<file path="src/rtl/irq_route_pkg.sv">
package irq_route_pkg;

    // Byte offsets of the register map
    localparam int unsigned OFS_N_RAW  = 32'h00;
    localparam int unsigned OFS_N_STAT = 32'h04;
    localparam int unsigned OFS_N_EN   = 32'h08;
    localparam int unsigned OFS_N_CLR  = 32'h0C;
    localparam int unsigned OFS_F_RAW  = 32'h10;
    localparam int unsigned OFS_F_STAT = 32'h14;
    localparam int unsigned OFS_F_EN   = 32'h18;
    localparam int unsigned OFS_F_CLR  = 32'h1C;
    localparam int unsigned OFS_SWCFG  = 32'h20;

    // Source bit shared with programmed interrupts
    localparam int unsigned SW_BIT = 1;

    // Positions in the configuration register
    localparam int unsigned CFG_N_POS = 1;
    localparam int unsigned CFG_F_POS = 2;

    localparam int unsigned NPATH = 2;

    typedef enum logic [0:0] {
        PATH_N = 1'b0,
        PATH_F = 1'b1
    } path_e;

    typedef enum logic [2:0] {
        SEL_RAW,
        SEL_STAT,
        SEL_EN,
        SEL_CFG,
        SEL_ZERO
    } rd_sel_e;

endpackage

</file>
<file path="src/rtl/irq_reg_decode.sv">
module irq_reg_decode
    import irq_route_pkg::*;
#(
    parameter int unsigned ADDR_W = 8
) (
    input  logic [ADDR_W-1:0] addr,
    input  logic              we,
    output logic [NPATH-1:0]  en_wr,
    output logic [NPATH-1:0]  clr_wr,
    output logic              cfg_wr,
    output rd_sel_e           rd_sel,
    output path_e             rd_path
);

    function automatic logic hit(input logic [ADDR_W-1:0] a, input int unsigned ofs);
        return a == ADDR_W'(ofs);
    endfunction

    always_comb begin
        en_wr   = '0;
        clr_wr  = '0;
        cfg_wr  = 1'b0;
        rd_sel  = SEL_ZERO;
        rd_path = PATH_N;

        if (hit(addr, OFS_N_RAW)) begin
            rd_sel = SEL_RAW;
        end else if (hit(addr, OFS_N_STAT)) begin
            rd_sel = SEL_STAT;
        end else if (hit(addr, OFS_N_EN)) begin
            rd_sel           = SEL_EN;
            en_wr[PATH_N]    = we;
        end else if (hit(addr, OFS_N_CLR)) begin
            clr_wr[PATH_N]   = we;
        end else if (hit(addr, OFS_F_RAW)) begin
            rd_sel  = SEL_RAW;
            rd_path = PATH_F;
        end else if (hit(addr, OFS_F_STAT)) begin
            rd_sel  = SEL_STAT;
            rd_path = PATH_F;
        end else if (hit(addr, OFS_F_EN)) begin
            rd_sel           = SEL_EN;
            rd_path          = PATH_F;
            en_wr[PATH_F]    = we;
        end else if (hit(addr, OFS_F_CLR)) begin
            clr_wr[PATH_F]   = we;
        end else if (hit(addr, OFS_SWCFG)) begin
            rd_sel = SEL_CFG;
            cfg_wr = we;
        end
    end

endmodule

</file>
<file path="src/rtl/irq_enable_pair.sv">
module irq_enable_pair
    import irq_route_pkg::*;
#(
    parameter int unsigned NSRC = 32
) (
    input  logic             clk,
    input  logic             rst_n,
    input  logic [NPATH-1:0] en_wr,
    input  logic [NPATH-1:0] clr_wr,
    input  logic [NSRC-1:0]  wdata,
    output logic [NSRC-1:0]  en_n,
    output logic [NSRC-1:0]  en_f
);

    typedef struct packed {
        logic [NSRC-1:0] en_n;
        logic [NSRC-1:0] en_f;
    } en_state_t;

    en_state_t st_d, st_q;

    always_comb begin
        st_d = st_q;
        // setting on one path strips the same bits from the other path
        if (en_wr[PATH_N]) begin
            st_d.en_n = st_q.en_n | wdata;
            st_d.en_f = st_q.en_f & ~wdata;
        end
        if (en_wr[PATH_F]) begin
            st_d.en_f = st_q.en_f | wdata;
            st_d.en_n = st_q.en_n & ~wdata;
        end
        if (clr_wr[PATH_N]) begin
            st_d.en_n = st_q.en_n & ~wdata;
        end
        if (clr_wr[PATH_F]) begin
            st_d.en_f = st_q.en_f & ~wdata;
        end
    end

    always_ff @(posedge clk or negedge rst_n) begin
        if (!rst_n) begin
            st_q <= '0;
        end else begin
            st_q <= st_d;
        end
    end

    assign en_n = st_q.en_n;
    assign en_f = st_q.en_f;

endmodule

</file>
<file path="src/rtl/irq_path.sv">
module irq_path
    import irq_route_pkg::*;
#(
    parameter int unsigned NSRC = 32
) (
    input  logic            clk,
    input  logic            rst_n,
    input  logic [NSRC-1:0] src_q,
    input  logic [NSRC-1:0] en,
    input  logic            sw_irq,
    output logic [NSRC-1:0] raw,
    output logic [NSRC-1:0] stat,
    output logic            req
);

    typedef struct packed {
        logic req;
    } path_state_t;

    path_state_t st_d, st_q;

    always_comb begin
        raw          = src_q;
        raw[SW_BIT]  = src_q[SW_BIT] | sw_irq;
        stat         = src_q & en;
        // programmed interrupt bypasses the mask
        stat[SW_BIT] = (src_q[SW_BIT] & en[SW_BIT]) | sw_irq;

        st_d     = st_q;
        st_d.req = |stat[NSRC-1:1];
    end

    always_ff @(posedge clk or negedge rst_n) begin
        if (!rst_n) begin
            st_q <= '0;
        end else begin
            st_q <= st_d;
        end
    end

    assign req = st_q.req;

endmodule

</file>
<file path="src/rtl/irq_route_ctrl.sv">
module irq_route_ctrl
    import irq_route_pkg::*;
#(
    parameter int unsigned NSRC   = 32,
    parameter int unsigned ADDR_W = 8
) (
    input  logic              clk,
    input  logic              rst_n,
    input  logic [ADDR_W-1:0] bus_addr,
    input  logic [NSRC-1:0]   bus_wdata,
    input  logic              bus_we,
    output logic [NSRC-1:0]   bus_rdata,
    input  logic [NSRC-1:0]   src_i,
    output logic              norm_req_o,
    output logic              fast_req_o
);

    typedef struct packed {
        logic [NSRC-1:0]  src;
        logic [NPATH-1:0] sw;
    } top_state_t;

    top_state_t st_d, st_q;

    logic [NPATH-1:0] en_wr;
    logic [NPATH-1:0] clr_wr;
    logic             cfg_wr;
    rd_sel_e          rd_sel;
    path_e            rd_path;

    logic [NSRC-1:0]  en_n;
    logic [NSRC-1:0]  en_f;
    logic [NSRC-1:0]  raw_v  [NPATH];
    logic [NSRC-1:0]  stat_v [NPATH];
    logic [NPATH-1:0] req_v;
    logic [NSRC-1:0]  stat_n;
    logic [NSRC-1:0]  stat_f;
    logic             sw_n;
    logic             sw_f;

    irq_reg_decode #(.ADDR_W(ADDR_W)) u_dec (
        .addr    (bus_addr),
        .we      (bus_we),
        .en_wr   (en_wr),
        .clr_wr  (clr_wr),
        .cfg_wr  (cfg_wr),
        .rd_sel  (rd_sel),
        .rd_path (rd_path)
    );

    irq_enable_pair #(.NSRC(NSRC)) u_en (
        .clk    (clk),
        .rst_n  (rst_n),
        .en_wr  (en_wr),
        .clr_wr (clr_wr),
        .wdata  (bus_wdata),
        .en_n   (en_n),
        .en_f   (en_f)
    );

    always_comb begin
        st_d     = st_q;
        st_d.src = src_i;
        if (cfg_wr) begin
            st_d.sw[PATH_N] = bus_wdata[CFG_N_POS];
            st_d.sw[PATH_F] = bus_wdata[CFG_F_POS];
        end
    end

    always_ff @(posedge clk or negedge rst_n) begin
        if (!rst_n) begin
            st_q <= '0;
        end else begin
            st_q <= st_d;
        end
    end

    for (genvar gp = 0; gp < NPATH; gp++) begin : g_path
        irq_path #(.NSRC(NSRC)) u_path (
            .clk    (clk),
            .rst_n  (rst_n),
            .src_q  (st_q.src),
            .en     ((gp == int'(PATH_N)) ? en_n : en_f),
            .sw_irq (st_q.sw[gp]),
            .raw    (raw_v[gp]),
            .stat   (stat_v[gp]),
            .req    (req_v[gp])
        );
    end

    assign stat_n     = stat_v[PATH_N];
    assign stat_f     = stat_v[PATH_F];
    assign sw_n       = st_q.sw[PATH_N];
    assign sw_f       = st_q.sw[PATH_F];
    assign norm_req_o = req_v[PATH_N];
    assign fast_req_o = req_v[PATH_F];

    always_comb begin
        bus_rdata = '0;
        unique case (rd_sel)
            SEL_RAW:  bus_rdata = raw_v[rd_path];
            SEL_STAT: bus_rdata = stat_v[rd_path];
            SEL_EN:   bus_rdata = (rd_path == PATH_N) ? en_n : en_f;
            SEL_CFG: begin
                bus_rdata[CFG_N_POS] = st_q.sw[PATH_N];
                bus_rdata[CFG_F_POS] = st_q.sw[PATH_F];
            end
            default:  bus_rdata = '0;
        endcase
    end

endmodule

</file>
<file path="config.mk">
export PLATFORM = sky130hd
export DESIGN_NAME = irq_route_ctrl
export DESIGN_NICKNAME = d
export VERILOG_FILES = /design/src/rtl/irq_route_pkg.sv /design/src/rtl/irq_reg_decode.sv /design/src/rtl/irq_enable_pair.sv /design/src/rtl/irq_path.sv /design/src/rtl/irq_route_ctrl.sv
export SDC_FILE = /design/constraint.sdc
export NUM_CORES = 1
export LEC_CHECK = 0
export BUFFER_PORTS_ARGS = -buffer_cell sky130_fd_sc_hd__buf_2
export CAP_MARGIN = 40
export CORE_MARGIN = 4
export CORE_UTILIZATION = 54
export DETAILED_ROUTE_END_ITERATION = 7
export HOLD_SLACK_MARGIN = 0.06
export PLACE_DENSITY = 0.8
export SLEW_MARGIN = 20
export SYNTH_ARGS = -nofsm -noshare
export SYNTH_HDL_FRONTEND = slang
export SYNTH_SLANG_ARGS = --single-unit
</file>
<file path="constraint.sdc">
create_clock -name clk -period 2 [get_ports clk]
set_input_delay 0.3 -clock clk [delete_from_list [all_inputs] [get_ports clk]]
set_output_delay 0.3 -clock clk [all_outputs]
set_load 0.01 [all_outputs]
</file>
==> results.yml <==
status:
  status: "complete, no violations"
critical_path:
  end_kind: "primary output"
  critPathMostFrequentCell: "buf_2"
  crit_fanout: 20
  crit_path_cell_trace: "buf_2 > a21boi_4 > buf_12 > mux2i_2 > o21ai_0 > o2bb2ai_1 > buf_2"
  required_ns: 1.70
  cp_slowest_cell: "mux2i_2"
  crit_type: "primary input to primary output"
  reg2reg_depth: 4
  arrival_ns: 1.66
  critPathLaunchType: "primary input"
  cpPeakStageDelay_ns: 0.28
timing:
  slew_violations: 0
  setup_viol: 0
  fin_crit_ns: 1.96
  worstMarginPinSlew_ns: 0.563
  max_slew_margin: 0.625
  finalCritPeriodShare: 0.981
  fin_skew_ns: 0.00755
  max_freq_ghz: 0.510
  finalHoldViolations: 0
logic_synthesis:
  yosysTopAreaCell: "dfrtp_1"
  synth_cell_types: 37
  postSynthCellCount: 432
  ys_ff_latch: 100
  yosysWarnings: 0
  avgSynthCellArea_sq_um: 10.9
  synthTopCellsByArea: "dfrtp_1, a21oi_1, a22o_1, mux2i_1, o2bb2ai_1"
  synth_top_area_share: 0.529
  netlist_area_sq_um: 4730
  syn_nets: 507
  seq_area_frac_synth: 0.529
route:
  drc: 0
  ant_nets: 0
  wl_met3_microns: 1110
  wl_met1_microns: 5340
  routed_wl_microns: 13800
  wl_met2_microns: 6990
  vias_per_cell: 6.35
  highest_layer: "met4"
  drt_iter0_drc: 300
  first_pass_iters: 5
  routedWlPerCell_microns: 19.9
  vias: 4405
grt:
  grt_max_degree: 101
  overflow: 0
  grt_pass1_wl_microns: 21700
  grt_usage: 0.271
  grt_pass1_vias: 4454
  grt_antenna_before_repair: 0
clock_network:
  path_clk_slew_ns: 0.10
  cts_buffers: 9
  h-tree-depth: 3
  cts_buffer_depth: 2
  clk_latency_ns: 0.37
  clock_sinks: 100
  cts_tree: "built"
  root_buffer: "clkbuf_8"
floorplanning:
  boundaryPins: 109
  die_h_microns: 102
  dieArea_sq_um: 10300
  start_util: 0.564
  num_rows: 33
  die_w_microns: 102
  core_area_sq_um: 8380
placement:
  io_buffers: 108
  place_hpwl_microns: 9040
  finalWeightedCongestion: 0.922
min_path:
  min_path_type: "primary input to flip-flop"
  holdPathStages: 2
power:
  total_power_mw: 4.10
  p_leak_nw: 2.84
  vdd_drop_max_v: 0.000510
  power.density_nw_per_um2: 664
final_layout:
  fillers: 578
  drive_above_1_share: 0.284
  area_growth_pct: 30.4
  n_antenna_cell: 0
  nets: 659
  multi_input_area_sq_um: 2150
  final_core_util: 0.736
  seqCellArea_sq_um: 2500
flow_run:
  maxCapViolCount: 0
-- placed cells by master, fill, tap and decap left out, types with 2 or more instances in the layout --
cell type      instances
buf_2                107
dfrtp_1              100
a21oi_1               69
a22o_1                38
nand2_1               37
dlygate4sd3_1         33
mux2i_1               30
o21ai_0               29
o2bb2ai_1             26
a22oi_1               19
buf_4                 19
nand3_1               11
clkbuf_8              10
buf_12                 7
a221oi_1               6
a21o_1                 3
mux2_2                 3
nor4_4                 3
inv_6                  3
mux2i_2                2
inv_1                  2
nor2_1                 2
nand3b_1               2
nand4_1                2
or4_1                  2
buf_6                  2
-- final cells by class --
type	instances	area share
inverters	2	0.00122
well taps	105	0.0213
clock inverters	6	0.0114
multi-input cells	303	0.348
clock buffers	10	0.0223
flip-flops and latches	100	0.406
repair buffers	168	0.190
-- layer usage --
| layer | vias up | GRT usage |
|---|---|---|
| met5 | - | 0 |
| met2 | 217 | 0.459 |
| met3 | 37 | 0.0606 |
| li1 | 1973 | - |
| met1 | 2178 | 0.337 |
| met4 | 0 | 0.104 |
-- cells by family after synthesis --
family	count (synthesis)	share of synthesized area
flops	100	0.529
xor+xnor	1	0.00185
mux	35	0.0749
simple gates	69	0.0765
buf+inv	29	0.0317
compound gates	198	0.286
-- critical path, delay by kind of cell --
kind | cells | cell delay, ns
AOI/OAI and AO/OA | 3 | 0.55
muxes | 1 | 0.28
buffers and inverters | 3 | 0.53
-- where the power goes --
group / switching [mW] / leakage, nW / internal [mW]
sequential: 0.0994 / 1.31 / 2.13
combinational: 0.261 / 1.42 / 0.255
clock: 0.721 / 0.108 / 0.627
total: 1.08 / 2.84 / 3.01
-- Yosys cell counts --
cell / n
mux2i_1: 32
nor4b_2: 1
nand4_1: 2
nand3_1: 11
buf_6: 3
o211ai_1: 1
o21ai_0: 30
or3_4: 1
a21o_1: 3
nor2b_1: 1
o2bb2ai_1: 26
mux2_2: 3
nand3b_1: 2
xnor2_1: 1
a311o_1: 1
a21oi_1: 69
and2_0: 1
a221oi_1: 7
or4_1: 2
clkbuf_1: 9
nand2_1: 37
dfrtp_1: 100
nor4_2: 3
and4_1: 1
a32oi_1: 1
buf_2: 15
nor4_1: 2
a22oi_1: 19
nor3_1: 1
o311ai_0: 1
or2_2: 1
a21boi_0: 1
nor4b_1: 1
a22o_1: 38
nor2_1: 2
inv_1: 2
a2111oi_4: 1
-- path summary, 6_finish.rpt --
path / startpoint / endpoint / slack (ns)
worst max-delay path: bus_addr[2] / bus_rdata[29] / 0.04
worst min-delay path: bus_wdata[20] / flip-flop / 0.13
worst max register to register: st_q[27] / g_path[0].u_path.req / 0.21
worst min register to register: flip-flop / flip-flop / 0.54
max in group asynchronous: rst_n / st_q[28] / 1.08
min in group asynchronous: rst_n / asynchronous set/reset pin / 0.51
-- what timing repair did --
item                                   4_1_cts  5_1_grt
endpoints found under the hold margin      132        0
hold buffers                                33        0
buffers inserted                             0        2
resized for setup                            0        9
setup endpoints to repair                    0       30
-- through the flow --
step | setup TNS (ns) | cell area, sq um | hold slack (ns) | setup WS [ns] | cells
finish | 0 | 6170 | 0.134 | 0.0383 | 694
global route | -0.177 | 6170 | 0.111 | -0.0359 | 694
CTS | 0 | 6100 | 0.122 | 0.0606 | 692
detailed placement | 0 | 5560 | 0.399 | 0.0472 | 643
global placement | 0 | 5560 | 0.395 | 0.0987 | 643
floorplan | 0 | 4730 | 0.00441 | 0.0944 | 432
No activity file was read; power rests on OpenSTA's default activity.
